==> config.mk <==
export PLATFORM = sky130hd
export DESIGN_NAME = pgw_ctrl
export DESIGN_NICKNAME = d
export VERILOG_FILES = /design/src/rtl/pgw_pkg.sv /design/src/rtl/pgw_addr_ctr.sv /design/src/rtl/pgw_page_buf.sv /design/src/rtl/pgw_commit_seq.sv /design/src/rtl/pgw_ctrl.sv
export SDC_FILE = /design/constraint.sdc
export NUM_CORES = 1
export LEC_CHECK = 0
export BUFFER_PORTS_ARGS = -buffer_cell sky130_fd_sc_hd__buf_2
export CELL_PAD_IN_SITES_DETAIL_PLACEMENT = 0
export CELL_PAD_IN_SITES_GLOBAL_PLACEMENT = 2
export CORE_ASPECT_RATIO = 0.75
export CORE_UTILIZATION = 45
export DETAILED_ROUTE_END_ITERATION = 8
export PLACE_DENSITY_LB_ADDON = 0.15
export RECOVER_POWER = 25
export SETUP_SLACK_MARGIN = 0.2
export SYNTH_ARGS = -nofsm -noshare
export SYNTH_HDL_FRONTEND = slang
export SYNTH_SLANG_ARGS = --single-unit
==> constraint.sdc <==
create_clock -name clk -period 2.99 [get_ports clk]
set_input_delay 0.299 -clock clk [delete_from_list [all_inputs] [get_ports clk]]
set_output_delay 0.299 -clock clk [all_outputs]
set_load 0.01 [all_outputs]
==> src/rtl/pgw_pkg.sv <==
package pgw_pkg;
  localparam int ADDR_W     = 13;
  localparam int OFF_W      = 5;
  localparam int PAGE_BYTES = 1 << OFF_W;
  localparam int DATA_W     = 8;

  typedef logic [ADDR_W-1:0] addr_t;
  typedef logic [OFF_W-1:0]  off_t;
  typedef logic [DATA_W-1:0] byte_t;

  // next pointer after a written byte: only the in-page offset moves
  function automatic addr_t next_in_page(input addr_t a);
    off_t o;
    o = a[OFF_W-1:0] + off_t'(1);
    return {a[ADDR_W-1:OFF_W], o};
  endfunction

  // next pointer after a read byte: whole array, natural wrap
  function automatic addr_t next_in_array(input addr_t a);
    return a + addr_t'(1);
  endfunction

  // top quarter of the array is guarded when wp is high
  function automatic logic is_guarded(input addr_t a, input logic wp);
    return wp && (&a[ADDR_W-1:ADDR_W-2]);
  endfunction
endpackage

==> src/rtl/pgw_addr_ctr.sv <==
module pgw_addr_ctr
  import pgw_pkg::*;
(
  input  logic  clk,
  input  logic  rst_n,
  input  logic  accept,
  input  logic  load,
  input  addr_t load_val,
  input  logic  wr,
  input  logic  rd,
  output addr_t addr
);
  always_ff @(posedge clk or negedge rst_n) begin
    if (!rst_n) begin
      addr <= '0;
    end else if (accept) begin
      if (load)    addr <= load_val;
      else if (wr) addr <= next_in_page(addr);
      else if (rd) addr <= next_in_array(addr);
    end
  end
endmodule

==> src/rtl/pgw_page_buf.sv <==
module pgw_page_buf
  import pgw_pkg::*;
(
  input  logic  clk,
  input  logic  rst_n,
  input  logic  clr,
  input  logic  wr_en,
  input  off_t  wr_off,
  input  byte_t wr_byte,
  input  off_t  rd_off,
  output byte_t rd_byte,
  output logic  rd_valid,
  output logic  any_valid
);
  byte_t                 slot  [PAGE_BYTES];
  logic [PAGE_BYTES-1:0] valid;

  for (genvar i = 0; i < PAGE_BYTES; i++) begin : g_slot
    always_ff @(posedge clk or negedge rst_n) begin
      if (!rst_n) begin
        slot[i]  <= '0;
        valid[i] <= 1'b0;
      end else if (clr) begin
        valid[i] <= 1'b0;
      end else if (wr_en && (wr_off == off_t'(i))) begin
        slot[i]  <= wr_byte;
        valid[i] <= 1'b1;
      end
    end
  end

  assign rd_byte   = slot[rd_off];
  assign rd_valid  = valid[rd_off];
  assign any_valid = |valid;
endmodule

==> src/rtl/pgw_commit_seq.sv <==
module pgw_commit_seq
  import pgw_pkg::*;
#(
  parameter int COMMIT_CYCLES = 250000   // must be >= PAGE_BYTES
) (
  input  logic clk,
  input  logic rst_n,
  input  logic start,
  output logic busy,
  output logic done,
  output logic scan_phase,
  output off_t scan_off
);
  localparam int CW = $clog2(COMMIT_CYCLES + 1);
  localparam logic [CW-1:0] LAST = CW'(COMMIT_CYCLES - 1);

  logic [CW-1:0] cnt;

  always_ff @(posedge clk or negedge rst_n) begin
    if (!rst_n) begin
      busy <= 1'b0;
      cnt  <= '0;
    end else if (!busy) begin
      if (start) begin
        busy <= 1'b1;
        cnt  <= '0;
      end
    end else if (done) begin
      busy <= 1'b0;
      cnt  <= '0;
    end else begin
      cnt <= cnt + CW'(1);
    end
  end

  assign done       = busy && (cnt == LAST);
  assign scan_phase = busy && (cnt < CW'(PAGE_BYTES));
  assign scan_off   = cnt[OFF_W-1:0];
endmodule

==> src/rtl/pgw_ctrl.sv <==
module pgw_ctrl
  import pgw_pkg::*;
#(
  parameter int COMMIT_CYCLES = 250000
) (
  input  logic              clk,
  input  logic              rst_n,
  input  logic              addr_load,
  input  logic [12:0]       addr_val,
  input  logic              wr_strobe,
  input  logic [7:0]        wr_data,
  input  logic              rd_adv,
  input  logic              stop,
  input  logic              wp,
  output logic [12:0]       cur_addr,
  output logic              busy,
  output logic              mem_we,
  output logic [12:0]       mem_addr,
  output logic [7:0]        mem_wdata
);
  logic  accept_w, start_w, done_w, clr_w, wr_en_w;
  logic  scan_phase_w, rd_valid_w, any_valid_w;
  off_t  scan_off_w;
  byte_t rd_byte_w;

  assign accept_w = !busy;
  assign wr_en_w  = accept_w && wr_strobe && !addr_load;
  assign start_w  = accept_w && stop && any_valid_w && !is_guarded(cur_addr, wp);
  assign clr_w    = done_w || (accept_w && (addr_load || (stop && !start_w)));

  pgw_addr_ctr u_ctr (
    .clk(clk), .rst_n(rst_n), .accept(accept_w),
    .load(addr_load), .load_val(addr_val),
    .wr(wr_strobe), .rd(rd_adv), .addr(cur_addr)
  );

  pgw_page_buf u_buf (
    .clk(clk), .rst_n(rst_n), .clr(clr_w),
    .wr_en(wr_en_w), .wr_off(cur_addr[OFF_W-1:0]), .wr_byte(wr_data),
    .rd_off(scan_off_w), .rd_byte(rd_byte_w), .rd_valid(rd_valid_w),
    .any_valid(any_valid_w)
  );

  pgw_commit_seq #(.COMMIT_CYCLES(COMMIT_CYCLES)) u_seq (
    .clk(clk), .rst_n(rst_n), .start(start_w),
    .busy(busy), .done(done_w),
    .scan_phase(scan_phase_w), .scan_off(scan_off_w)
  );

  // pointer page is frozen while busy, so it names the committed page
  assign mem_we    = scan_phase_w && rd_valid_w;
  assign mem_addr  = {cur_addr[ADDR_W-1:OFF_W], scan_off_w};
  assign mem_wdata = rd_byte_w;
endmodule

# Yosys cells after proc, flatten, opt, wreduce, memory -nomap -nowiden
# Cells that the tools add are included.
# word_totals
register_bits	320
elab_cells	309
# classes
add_sub_neg	3
order_cmp	3
n_eq_ne	33
muxes	78
n_bitwise	3
n_reduce_logical	121
# ops
op	n
$eq 5x5->1 const B	16
$mux 1	68
$reduce_and 2->1	34
$reduce_bool 2->1	34
$mux 18	3
$logic_and 1x1->1	43
$bmux 8 s5	1
$eq 5x4->1 const B	8
$mux 13	3
$reduce_or 32->1	1
$eq 5x3->1 const B	4
$add 18x1->18 const B	1
$eq 18x18->1 const B	1
$lt 18x6->1 const B	1
$mux 8	2
$add 13x1->13 const B	1
$eq 5x2->1 const B	2
$ge 6x6->1 const B	1
$lt 5x6->1 const B	1
$not 5->6	1
$add 5x1->5 const B	1
$bmux 1 s5	1
$eq 5x1->1 const B	1
$logic_not 5->1	1
other kinds (6)	11

# Logic depth before layout (Yosys ltp)
# Gate-level depths: netlist of the first run.
# depth
word_depth	11
depth_mapped	8
ltp_nobuf	6

# Cells and area by module
# Synthesis of the first run repeated with hierarchy kept, for this count alone.
# unflattened
cells_unflattened	1063
hier_area_um2	15300.9
# by_module_without_submodules
mod	instances	cells_each	area_each_um2	seq_area_each_um2
pgw_page_buf	1	815	13177.6	7206.9
pgw_commit_seq	1	131	1169.9	475.5
pgw_addr_ctr	1	100	829.5	325.3
pgw_ctrl	1	17	123.9	0.0

# Worst setup path after synthesis of the first run
# No wires, ideal clock.
# synth_timing
path_type	register to output
from	register u_seq.cnt[0]
to	output mem_wdata[0]
t_arrival_ns	2.216
setup_slack_ns	0.475
stages_incl_launch_ff	6
cell_sequence	dfrtp_1 > clkbuf_1 > clkbuf_1 > mux4_2 > mux2_2 > a221o_1
# synth_between
elab_chain_cells	4
# synth_lines
item	line	text
from (decl)	pgw_commit_seq.sv:17	logic [CW-1:0] cnt;
from (signal assigned)	pgw_commit_seq.sv:32	cnt <= cnt + CW'(1);
$not 5->6 (not written as such)	pgw_page_buf.sv:32	assign rd_byte = slot[rd_off];
$bmux 8 s5	pgw_page_buf.sv:32	
$mux 8 (not written as such) (2 in series)	pgw_page_buf.sv:32	
to (decl)	pgw_ctrl.sv:19	output logic [7:0] mem_wdata
# No other way between the ends. The select of a mux whose other input is x is not followed.

# Final worst setup path of the first run
# layout_timing
from	register u_seq.cnt[0]
to	output mem_wdata[5]
# Same word-level chain as after synthesis.

==> impl_metrics.yaml, run 1 <==
detailed_routing:
  drc: 0
  ant_nets: 0
  met1_length_um: 21400
  routed.top_layer: "met4"
  num_vias: 10223
  wire_per_inst_um: 25.4
  wl_met3_um: 2540
  wirelength_um: 43100
  drt_first_pass_iters: 5
  dr.first_iter.drc_count: 760
  vias_per_cell: 6.03
  wl_met2_um: 18700
sta:
  slew_headroom: 0.190
  rsz0062_at_grt: "true"
  max_freq_ghz: 0.338
  fin_setup_tns_ns: 0
  hold_violations: 0
  finClkSkew_ns: 0.0193
  finalCritPeriodShare: 0.990
  tightest_slew_ns: 1.21
  fin_crit_ns: 2.96
  setup_viol: 0
  worst_hold_slack_ns: 0.00791
  drv_slew: 0
layout:
  final_common_cell: "dfrtp_1"
  final_cell_mix: "dfrtp_1, mux2_2, mux4_2"
  final_cells: 1695
  drive_above_1_share: 0.477
  nets: 1252
  final_core_util: 0.528
  area_delta_synth_final_pct: 15.2
  nFillCells: 2953
  diodes: 0
synth:
  synthArstFlopShare: 1.00
  yosys_warnings: 0
  synthDistinctLibCells: 58
  yosys_most_used_dff: "dfrtp_1"
  seq_area_frac_synth: 0.502
  yosys-top-cells-area: "dfrtp_1, mux2_2, mux4_2"
  synthesis.area_mm2: 0.0159
  yosysTopAreaCellShare: 0.502
  syn_inst: 1134
  avgSynthCellArea_um2: 14.1
  yosys_register_bits: 320
  synth_top_area_cell: "dfrtp_1"
  syn-num-nets: 1169
  synth_edf_count: 0
cts:
  htree_levels: 2
  clk_latency_ns: 0.53
  cts.path.max_buffers: 3
  cts_tree: "built"
  cts.sinks: 320
  cts_made_buffers: 35
  path_clk_slew_ns: 0.06
  root_buffer: "clkbuf_16"
power:
  pwr-share-clk: 0.476
  total_power_mw: 8.75
  p_leak_nw: 8.60
  p_per_area_mw_per_mm2: 476
  p_int_mw: 6.81
  peakVddDrop_mv: 0.392
  combPwrFrac: 0.027
  switching_power_mw: 1.94
  seqPwrFrac: 0.497
  p_sw_frac: 0.222
worst_setup_path:
  cp.arrival_ns: 2.66
  crit_type: "reg -> out"
  cp_max_fo: 6
  cp-end-kind: "output pin"
  crit_path_start_kind: "flip-flop"
  crit_required_ns: 2.69
placement:
  port_buffers: 63
  gp_congestion: 0.777
  hpwl_um: 27000
  dp.cells: 1624
floorplan:
  initial_utilization: 0.459
  fp-row-count: 59
  core_mm2: 0.0348
  die_h_um: 165
  die_x_um: 219
  die_area_mm2: 0.0362
  ios: 64
global_routing:
  antenna_found_initial: 0
  grt_pass1_vias: 10207
  grt_pass1_wl_um: 66200
  grtUsageTotal: 0.248
  grt_max_degree: 97
  overflow: 0
hold_path:
  hp-class: "in -> reg"
run:
  drv_cap: 0
run_status:
  status: "completed"
-- timing repair --
item | 4_1_cts | 5_1_grt
hold endpoints to repair | 89 | 0
pin swaps | 4 | 3
hold buffers | 2 | 0
gates resized for setup | 32 | 6
setup buffers | 7 | 1
setup endpoints to repair | 9 | 9
gates cloned | 2 | 1
-- routing by layer --
layer / global-route usage / vias to the layer above
met2: 0.350 / 242
met5: 0 / -
met3: 0.0492 / 40
met4: 0.0461 / 0
met1: 0.393 / 5471
li1: - / 4470
-- worst paths after layout --
path                                 start         endpoint  depth (start not counted)  slack [ns]
min reg2reg                 u_buf.slot[35]   u_buf.slot[35]                          1        0.50
max in group asynchronous            rst_n    u_buf.slot[0]                          3        0.87
min in group asynchronous            rst_n   u_buf.slot[93]                          2        0.38
max                           u_seq.cnt[0]     mem_wdata[5]                          7        0.03
max reg2reg                u_buf.valid[16]  u_buf.slot[147]                          8        0.38
min                            addr_val[8]    u_ctr.addr[8]                          3       0.008
-- per-stage QoR --
step	setup WS, ns	instance area [µm²]
global placement	0.245	17000
floorplan	0.475	15900
finish	0.0288	18400
detailed placement	0.226	17000
CTS	0.0366	18400
global route	-0.0317	18400
-- registers in the layout, summed over array words and instances, names as in the netlist --
name and flops:
u_buf.valid 32, u_buf.slot 256, u_seq.cnt 18, u_seq.busy 1, u_ctr.addr 13
-- Yosys cell counts, drive strengths merged (3+ instances only) --
master	n
a221o	14
nor4	16
a31oi	24
a22o	3
a211oi	31
clkbuf	54
mux2i	18
nor3	12
nand2b	6
inv	7
dfrtp	320
mux4	72
mux2	272
buf	48
a211o	6
o21ai	23
a21o	6
nand3	19
and3	16
ha	7
o22ai	8
and4	4
nor2	17
nand2	31
or3	10
nor3b	4
nand4	9
a21oi	55
-- power by group through the flow --
stage               Clock (mW)  Sequential [mW]  Combinational [mW]
floorplan                    0             4.43              0.0854
global placement             0             4.43               0.248
detailed placement           0             4.43               0.249
CTS                       4.25             4.35               0.251
global route              4.44             4.35               0.267
finish                    4.17             4.35               0.235
-- area by class of cell --
cell class | count | area [µm²] | share of cell area
Inverter | 8 | 30.0 | 0.00163
Tap cell | 457 | 572 | 0.0311
Timing Repair Buffer | 148 | 1180 | 0.0644
Clock buffer | 48 | 965 | 0.0525
Multi-Input combinational cell | 704 | 7500 | 0.408
Sequential cell | 320 | 8020 | 0.436
Clock inverter | 10 | 106 | 0.00579
-- critical path: stages, from the launching register on --
cell,delay (ns)
dfrtp_4,0.49
buf_4,0.15
buf_12,0.14
buf_16,0.15
mux4_2,0.41
mux2_2,0.29
a221o_1,0.38
buf_6,0.13
-- kinds of logic (layout without fill, tap and decap cells) --
family / Yosys count / after routing / synth area share
compound gates: 181 / 181 / 0.0975
xor+xnor: 1 / 1 / 0.000549
fa+ha+maj: 7 / 7 / 0.00549
buf+inv: 110 / 214 / 0.0326
flops: 320 / 320 / 0.502
mux: 362 / 362 / 0.309
simple gates: 153 / 153 / 0.0528
Note: power is estimated with default switching activity, not from simulation.
==> inputs of run 2 (changes only) <==
- HOLD_SLACK_MARGIN: not set -> 0.1
- clock period: 2.99 -> 3.4 ns (I/O delays scaled with it)
==> run 2 against run 1 <==
Die area unchanged. Critical path depth did not move. Hold slack better by 0.12 ns. Design area down 0.46%. Cell count stayed put. Sequential share of layout area up 0.19 points. Routed wire length decreased by 0.19%. Clock skew decreased by 0.0038 ns. Clock power down 4%. Largest cell class unchanged.
==> impl_metrics.yaml, run 2 (same netlist as run 1, synthesis figures left out) <==
run_status:
  status: "completed"
sta:
  max_freq_ghz: 0.328
  hold_violations: 0
  fin_setup_tns_ns: 0
  drv_slew: 0
  fin_crit_ns: 3.05
  finClkSkew_ns: 0.0155
  rsz0062_at_grt: "false"
  slew_headroom: 0.141
  setup_viol: 0
  tightest_slew_ns: 1.29
  finalCritPeriodShare: 0.897
detailed_routing:
  wirelength_um: 43000
  drt_first_pass_iters: 5
  dr.first_iter.drc_count: 737
  ant_nets: 0
  vias_per_cell: 5.96
  drc: 0
  num_vias: 10102
  wire_per_inst_um: 25.4
floorplan:
  die_h_um: 165
  die_x_um: 219
  initial_utilization: 0.459
  die_area_mm2: 0.0362
  fp-row-count: 59
  core_mm2: 0.0348
  ios: 64
cts:
  root_buffer: "clkbuf_16"
  clk_latency_ns: 0.53
  path_clk_slew_ns: 0.06
  cts_made_buffers: 36
  cts_tree: "built"
  cts.path.max_buffers: 3
  cts.sinks: 320
  htree_levels: 2
global_routing:
  grt_max_degree: 114
  grt_pass1_vias: 10150
  antenna_found_initial: 0
  grt_pass1_wl_um: 65400
  overflow: 0
  grtUsageTotal: 0.246
power:
  p_per_area_mw_per_mm2: 440
  peakVddDrop_mv: 0.418
  total_power_mw: 8.04
  p_leak_nw: 8.63
worst_setup_path:
  r2r_slack_ns: 0.61
  reg2regPathDepth: 6
  crit_type: "reg -> out"
  cp-startpoint: "u_seq.cnt[0]"
  rr_endpoint: "u_buf.slot[131]"
  crit_end: "mem_wdata[4]"
  reg2reg_from: "u_ctr.addr[1]"
  crit_required_ns: 3.06
  crit_path_start_kind: "flip-flop"
  cp.arrival_ns: 2.71
  cp_max_fo: 10
  cp-end-kind: "output pin"
placement:
  hpwl_um: 26900
  placed_cell_area_mm2: 0.0169
  port_buffers: 63
  gp_congestion: 0.766
  dp.cells: 1615
layout:
  drive_above_1_share: 0.470
  top_register: "u_buf.slot"
  final_core_util: 0.526
  final_cell_mix: "dfrtp_1, mux2_2, mux4_2"
  largestRegisters: "u_buf.slot (256), u_buf.valid (32), u_seq.cnt (18)"
  largest_register_ffs: 256
  fin_area_mm2: 0.0183
  area_delta_synth_final_pct: 14.7
  nets: 1246
  final_cells: 1695
  final_common_cell: "dfrtp_1"
hold_path:
  min_from: "addr_val[1]"
  hp-class: "in -> reg"
run:
  drv_cap: 0
## run 2: cell types whose count changed in the layout (fill, tap and decap cells not counted), sizes merged
cell	change
clkbuf	-7
clkinv	+4
clkinvlp	+2
bufinv	+2
dlygate4sd3	+8
buf	-11
inv	+1
diode	+1
## run 2: critical path, stage by stage, from the launching register on
cell,delay [ns]
dfrtp_4,0.44
buf_4,0.12
buf_8,0.16
mux4_2,0.53
mux2i_1,0.30
o22ai_1,0.18
a221o_1,0.30
buf_2,0.14
## run 2: how the worst min path moves through the flow
stage               cells past startpoint             end  slack [ns]
floorplan                               0   u_buf.slot[0]        0.04
global placement                        1  u_buf.slot[93]        0.48
detailed placement                      1  u_buf.slot[93]        0.48
CTS                                     3   u_ctr.addr[1]        0.10
global route                            3   u_ctr.addr[1]        0.15
finish                                  3   u_ctr.addr[1]        0.13
## run 2: what timing repair did
action                                 in CTS  in global routing
hold buffers                               10                  0
resized for setup                           1                  3
pin swaps                                   0                  0
buffers inserted                            2                  3
endpoints found under the hold margin     115                  0
setup endpoints to repair                   9                  8
## run 2: layer usage
metal	GRT usage	up-vias	routed length, µm
li1	-	4468	-
met1	0.381	5370	21300
met2	0.349	217	18500
met3	0.0510	47	2420
met4	0.0552	0	737
met5	0	-	0
## run 2: final cells by class
cell class | instances | area [µm²]
Antenna cell | 1 | 2.50
Clock buffer | 45 | 1010
Clock inverter | 19 | 214
Fill cell | 2977 | 16500
Inverter | 8 | 30.0
Multi-Input combinational cell | 704 | 7440
Sequential cell | 320 | 8020
Tap cell | 457 | 572
Timing Repair Buffer | 141 | 1010
## run 2: power breakdown
group	internal, mW	total [mW]	leakage (nW)	switching (mW)
Sequential	3.81	3.83	4.43	0.0111
Combinational	0.0465	0.216	3.60	0.170
Clock	2.41	4.00	0.601	1.59
Total	6.27	8.04	8.63	1.77
## run 2: through the flow
stage	hold WS [ns]	setup WS (ns)
5_1_grt	0.152	0.254
3_3_place_gp	0.481	0.558
2_1_floorplan	0.0444	0.844
3_5_place_dp	0.484	0.517
6_report	0.132	0.349
4_1_cts	0.104	0.210
